==> src/rtl/ipc_pkg.sv <==
// Package: shared constants and the configuration record for the
// interrupt / power-down pin controller.
// Assumes: register map fixed at 0x11 (config) and 0x12 upward (event banks).
package ipc_pkg;

    localparam int unsigned CFG_ADDR  = 32'h11;
    localparam int unsigned BANK_BASE = 32'h12;

    // Configuration fields, bit 0 = mode, bit 1 = irq enable, bit 2 = polarity
    typedef struct packed {
        logic pol;
        logic ien;
        logic mode;
    } ipc_cfg_t;

    localparam int unsigned CFG_W = $bits(ipc_cfg_t);

endpackage

==> src/rtl/ipc_cfg_reg.sv <==
// Module: ipc_cfg_reg
// Holds the pin configuration record (mode, interrupt enable, polarity).
// Assumes: wr_sel is already qualified by address decode and write strobe.
module ipc_cfg_reg
    import ipc_pkg::*;
(
    input  logic     clk,
    input  logic     rst_n,
    input  logic     wr_sel,
    input  ipc_cfg_t wr_cfg,
    output ipc_cfg_t cfg
);

    // Load configuration on a selected write, clear on reset
    always_ff @(posedge clk) begin
        if (!rst_n) begin
            cfg <= '0;
        end else if (wr_sel) begin
            cfg <= wr_cfg;
        end
    end

    AST_CFG_HOLD: assert property (@(posedge clk) disable iff (!rst_n)
        !wr_sel |=> $stable(cfg));

endmodule

==> src/rtl/ipc_event_bank.sv <==
// Module: ipc_event_bank
// One event register: per-source enables and latched status flags.
// A clearing read empties the flags; an event in the same cycle wins.
// Assumes: evt is a set of one-cycle pulses synchronous to clk.
module ipc_event_bank #(
    parameter int unsigned NSRC = 8
) (
    input  logic            clk,
    input  logic            rst_n,
    input  logic            wr_sel,
    input  logic [NSRC-1:0] wr_en_bits,
    input  logic            clr,
    input  logic [NSRC-1:0] evt,
    output logic [NSRC-1:0] en,
    output logic [NSRC-1:0] st,
    output logic            hit
);

    logic [NSRC-1:0] st_next;

    // Next status: keep or clear, then merge incoming events
    always_comb begin
        st_next = (clr ? '0 : st) | evt;
    end

    // Status flag register
    always_ff @(posedge clk) begin
        if (!rst_n) begin
            st <= '0;
        end else begin
            st <= st_next;
        end
    end

    // Enable register, written only through the enable field
    always_ff @(posedge clk) begin
        if (!rst_n) begin
            en <= '0;
        end else if (wr_sel) begin
            en <= wr_en_bits;
        end
    end

    // Enabled-pending flag including same-cycle events (no clock delay)
    always_comb begin
        hit = |((st | evt) & en);
    end

    AST_EVT_LATCH: assert property (@(posedge clk) disable iff (!rst_n)
        (|evt) |=> ((st & $past(evt)) == $past(evt)));

    AST_CLR_EMPTY: assert property (@(posedge clk) disable iff (!rst_n)
        (clr && (evt == '0)) |=> (st == '0));

    AST_EN_HOLD: assert property (@(posedge clk) disable iff (!rst_n)
        !wr_sel |=> $stable(en));

    AST_ST_NO_WRITE: assert property (@(posedge clk) disable iff (!rst_n)
        (!clr && (evt == '0)) |=> $stable(st));

endmodule

==> src/rtl/ipc_pin_drive.sv <==
// Module: ipc_pin_drive
// Produces pad output enable and data, and the power-down request from the
// synchronised pad input.
// Assumes: pin_in is asynchronous; its idle (pulled-up) level is 1.
module ipc_pin_drive
    import ipc_pkg::*;
#(
    parameter int unsigned SYNC_STAGES = 2
) (
    input  logic     clk,
    input  logic     rst_n,
    input  ipc_cfg_t cfg,
    input  logic     any_hit,
    input  logic     pin_in,
    output logic     pin_oe,
    output logic     pin_out,
    output logic     pdn_req
);

    logic [SYNC_STAGES-1:0] sync_q;
    logic                   irq_active;

    // Synchronise the pad input, resetting to the pulled-up level
    always_ff @(posedge clk) begin
        if (!rst_n) begin
            sync_q <= '1;
        end else begin
            sync_q <= {sync_q[SYNC_STAGES-2:0], pin_in};
        end
    end

    // Interrupt is signalled only in output mode with enable set
    always_comb begin
        irq_active = cfg.mode & cfg.ien & any_hit;
    end

    // Pad drive: asserted level equals the polarity bit, idle is its inverse
    always_comb begin
        pin_oe  = cfg.mode;
        pin_out = irq_active ? cfg.pol : ~cfg.pol;
    end

    // Power-down request from a low pad level while in input mode
    always_comb begin
        pdn_req = ~cfg.mode & ~sync_q[SYNC_STAGES-1];
    end

endmodule

==> src/rtl/irq_pdn_pin_ctrl.sv <==
// Module: irq_pdn_pin_ctrl (top)
// Register decode, event banks and pad control for a pin shared between a
// power-down input and an interrupt output.
// Assumes: single-cycle register strobes; reads are combinational.
module irq_pdn_pin_ctrl
    import ipc_pkg::*;
#(
    parameter int unsigned SRC_PER_BANK = 8,
    parameter int unsigned NUM_BANKS    = 2,
    parameter int unsigned ADDR_W       = 5
) (
    input  logic                              clk,
    input  logic                              rst_n,
    input  logic [ADDR_W-1:0]                 reg_addr,
    input  logic                              reg_wr_en,
    input  logic [2*SRC_PER_BANK-1:0]         reg_wr_data,
    input  logic                              reg_rd_en,
    output logic [2*SRC_PER_BANK-1:0]         reg_rd_data,
    input  logic [NUM_BANKS*SRC_PER_BANK-1:0] evt_pulse,
    input  logic                              pin_in,
    output logic                              pin_oe,
    output logic                              pin_out,
    output logic                              pdn_req
);

    localparam int unsigned DATA_W = 2 * SRC_PER_BANK;
    localparam logic [ADDR_W-1:0] CFG_A = ADDR_W'(CFG_ADDR);

    ipc_cfg_t                cfg;
    logic                    cfg_wr;
    logic [NUM_BANKS-1:0]    bank_sel;
    logic [NUM_BANKS-1:0]    bank_hit;
    logic [SRC_PER_BANK-1:0] bank_en [NUM_BANKS];
    logic [SRC_PER_BANK-1:0] bank_st [NUM_BANKS];
    logic                    rd_clr;

    // Address decode for config and event banks
    always_comb begin
        cfg_wr = reg_wr_en && (reg_addr == CFG_A);
        for (int b = 0; b < NUM_BANKS; b++) begin
            bank_sel[b] = (reg_addr == ADDR_W'(BANK_BASE + b));
        end
        rd_clr = reg_rd_en && (|bank_sel);
    end

    ipc_cfg_reg u_cfg (
        .clk    (clk),
        .rst_n  (rst_n),
        .wr_sel (cfg_wr),
        .wr_cfg (ipc_cfg_t'(reg_wr_data[CFG_W-1:0])),
        .cfg    (cfg)
    );

    for (genvar g = 0; g < NUM_BANKS; g++) begin : g_bank
        ipc_event_bank #(.NSRC(SRC_PER_BANK)) u_bank (
            .clk        (clk),
            .rst_n      (rst_n),
            .wr_sel     (reg_wr_en && bank_sel[g]),
            .wr_en_bits (reg_wr_data[SRC_PER_BANK-1:0]),
            .clr        (rd_clr),
            .evt        (evt_pulse[g*SRC_PER_BANK +: SRC_PER_BANK]),
            .en         (bank_en[g]),
            .st         (bank_st[g]),
            .hit        (bank_hit[g])
        );
    end

    ipc_pin_drive #(.SYNC_STAGES(2)) u_pin (
        .clk     (clk),
        .rst_n   (rst_n),
        .cfg     (cfg),
        .any_hit (|bank_hit),
        .pin_in  (pin_in),
        .pin_oe  (pin_oe),
        .pin_out (pin_out),
        .pdn_req (pdn_req)
    );

    // Read multiplexer: status in the upper half, enables in the lower half
    always_comb begin
        reg_rd_data = '0;
        if (reg_addr == CFG_A) begin
            reg_rd_data = DATA_W'(cfg);
        end
        for (int b = 0; b < NUM_BANKS; b++) begin
            if (bank_sel[b]) begin
                reg_rd_data = {bank_st[b], bank_en[b]};
            end
        end
    end

    AST_OE_FROM_WRITE: assert property (@(posedge clk) disable iff (!rst_n)
        ($rose(pin_oe) || $fell(pin_oe)) |-> $past(cfg_wr));

endmodule

==> config.mk <==
export PLATFORM = sky130hd
export DESIGN_NAME = irq_pdn_pin_ctrl
export DESIGN_NICKNAME = d
export VERILOG_FILES = /design/src/rtl/ipc_pkg.sv /design/src/rtl/ipc_cfg_reg.sv /design/src/rtl/ipc_event_bank.sv /design/src/rtl/ipc_pin_drive.sv /design/src/rtl/irq_pdn_pin_ctrl.sv
export SDC_FILE = /design/constraint.sdc
export NUM_CORES = 1
export LEC_CHECK = 0
export CAP_MARGIN = 25
export CORE_MARGIN = 2
export CORE_UTILIZATION = 45
export CTS_CLUSTER_DIAMETER = 50
export DETAILED_ROUTE_END_ITERATION = 8
export PLACE_DENSITY = 0.78
export SYNTH_ARGS = -nofsm -noshare
export SYNTH_HDL_FRONTEND = slang
export SYNTH_SLANG_ARGS = --single-unit
==> constraint.sdc <==
create_clock -name clk -period 4.4 [get_ports clk]
set_clock_uncertainty 0.15 [all_clocks]
set_input_delay 0.88 -clock clk [delete_from_list [all_inputs] [get_ports clk]]
set_output_delay 0.88 -clock clk [all_outputs]
set_load 0.02 [all_outputs]
==> results of run 1 <==
## critical path, cell delays in order
cell	delay (ns)
clkdlybuf4s50_1	0.45
o21ai_2	0.15
nand4_1	0.09
or4_1	0.54
nand3_1	0.12
xor2_1	0.14
clkdlybuf4s50_1	0.62
## Yosys cell counts, drive strengths merged
cell type / number
and2: 1
nand4b: 1
nand2b: 2
buf: 5
a22oi: 3
o21ai: 16
nand4: 4
a21oi: 16
nor2: 5
nand3: 18
and2b: 1
xor2: 1
nor2b: 19
dfxtp: 37
mux2i: 3
nand2: 19
mux2: 3
nor3b: 1
a22o: 13
a21boi: 16
or4: 1
clkbuf: 5
and3: 1
## placed cells by master, fill, tap and decap left out, types with 3 or more instances in the layout
| cell | n |
|---|---|
| a21boi_0 | 16 |
| clkbuf_1 | 3 |
| a21oi_1 | 16 |
| nand2_1 | 19 |
| mux2_2 | 3 |
| mux2i_1 | 3 |
| nor2b_1 | 19 |
| nand4_1 | 4 |
| dfxtp_1 | 37 |
| a22o_1 | 12 |
| nand3_1 | 18 |
| clkbuf_8 | 5 |
| clkdlybuf4s50_1 | 52 |
| nor2_1 | 5 |
| o21ai_1 | 8 |
| o21ai_0 | 6 |
| a22oi_1 | 3 |
## report_power, final
| part | switching, mW | internal, mW |
|---|---|---|
| Sequential | 0.00894 | 0.348 |
| Clock | 0.111 | 0.112 |
| Combinational | 0.0302 | 0.0438 |
## per-stage QoR
step	hold slack [ns]	setup slack, ns	power, mW
finish	0.258	0.378	0.654
global route	0.278	0.229	0.685
CTS	0.258	0.347	0.658
detailed placement	0.242	0.352	0.438
global placement	0.241	0.361	0.437
floorplan	0.236	1.33	0.392
## sequential cells by signal (all words and copies together), names as in the netlist
name,count
g_bank.u_bank.en,16
g_bank.u_bank.st,16
u_pin.sync_q,2
u_cfg.cfg,3
## metal layers
metal	vias to the layer above	share of wire, %	track usage, %
met2	54	47	33.0
met1	715	46	29.1
met3	8	5.4	3.82
met4	0	2.3	10.4
met5	-	0	0
li1	789	-	-
## layout make-up
class / instances / area share (%)
tap: 48 / 2.61
timing repair buffer: 54 / 23.3
clock buffer: 8 / 3.48
multi-input combinational: 144 / 38.4
sequential: 37 / 32.2
## cells by family after synthesis
family / count (synthesis) / synth area share (%)
AO/OA/AOI/OAI: 64 / 25.5
AND/OR/NAND/NOR: 73 / 23.1
multiplexers: 6 / 3.83
XOR/XNOR: 1 / 0.526
flip-flops: 37 / 44.4
buffers and inverters: 10 / 2.55
## worst paths after layout
path / to / start / cells after the start / slack, ns
max reg2reg: u_cfg.cfg[0] / u_cfg.cfg[0] / 2 / 3.56
min reg2reg: u_pin.sync_q[1] / u_pin.sync_q[0] / 1 / 0.26
max: pin_out / evt_pulse[15] / 7 / 0.38
min: u_pin.sync_q[1] / u_pin.sync_q[0] / 1 / 0.26
==> flow_summary.toml, run 1 <==
[drt]
firstDrtPassIters = 4
num_vias = 1566
drt-total-wl_mm = 4.18
ant_nets = 0
drtIter0Drc = 107
drc = 0
wl_per_cell_um = 14.4
drt-vias-per-instance = 5.38

[yosys]
synth_warnings = 0
syn_nets = 233
synthCells = 191
synth_seq_cells = 37
synth_area_per_cell_um2 = 8.73
yosys-top-cells-area = "dfxtp_1, a21boi_0, nor2b_1, a22o_1, nand3_1"
synth_cell_type_count = 27
yosys.area.top_type_share_pct = 44.4
synth_top_cell_by_area = "dfxtp_1"
synth_seq_area_share_pct = 44.4
netlist_area_um2 = 1670

[critical_path]
crit_arrival_ns = 2.99
crit_path_end_kind = "primary output"
cp_data_required_time_ns = 3.37
critPathKind = "input port to primary output"
startpoint_type = "input port"
worstPathMaxFanout = 2

[min_path]
hold_path_class = "flip-flop to flip-flop"

[clocking]
hold_buffers = 0
insertion_delay_ns = 0.29
clk_path_buf_depth = 2
cts_resized = 0
cts_tree = "done"
cts_buffers = 5
numClockSinks = 37
cts.clk_slew.worst_paths_ns = 0.07
htree_num_levels = 2
cts_setup_buffers = 0
cts_root_buffer = "clkbuf_8"

[layout]
drive_above_1_share_pct = 5.76
antenna_cells = 0
design_area_um2 = 2300
fillCellCount = 328
stdcell_count = 291
fin_nets = 284
multi_input_area_um2 = 883
post-route-util_pct = 63.8
area_growth_pct = 38.0
regArea_um2 = 741

[timing]
tightest_slew_ns = 1.02
finalSetupTns_ns = 0
final-hold-violation-count = 0
finalMaxSlewViolations = 0
rsz0062_at_grt = "no"
finalSetupViolCount = 0
min_period_ns = 4.02
timing.final.crit_share_pct = 91.4
maxSlewHeadroom_pct = 32.0
fmax_mhz = 249

[place]
hpwl_mm = 2.91
dpl_cell_area_um2 = 2220
io_buffers = 52
place.gp.congestion = 0.757
placed_cells = 283

[floorplanning]
start_util_pct = 46.2
die_area_um2 = 4210
pin_count = 61
core_region_area_um2 = 3610
fp.dieW_um = 64.9
fp-row-count = 22
dieHeight_um = 64.9

[grt]
grt_use_total_pct = 21.5
grt_start_max_net_pins = 38
grt_overflow_total = 0
grt_pass1_vias = 1404
grt_pass1_wl_mm = 6.81
antenna_found_initial = 0

[pwr]
ir_drop_uv = 185
leakagePower_nw = 0.823
powerDensity_nw_per_um2 = 284

[run]
drv_cap = 0

[outcome]
status = "finished clean"
No activity file was read; power rests on OpenSTA's default activity.
==> run 2: changes to the inputs <==
Settings changed: GPL_ROUTABILITY_DRIVEN from default to 1, SKIP_CTS_REPAIR_TIMING from default to 1.
==> results of run 2 <==
Final layout, timing and power as in run 1 (identical DEF).
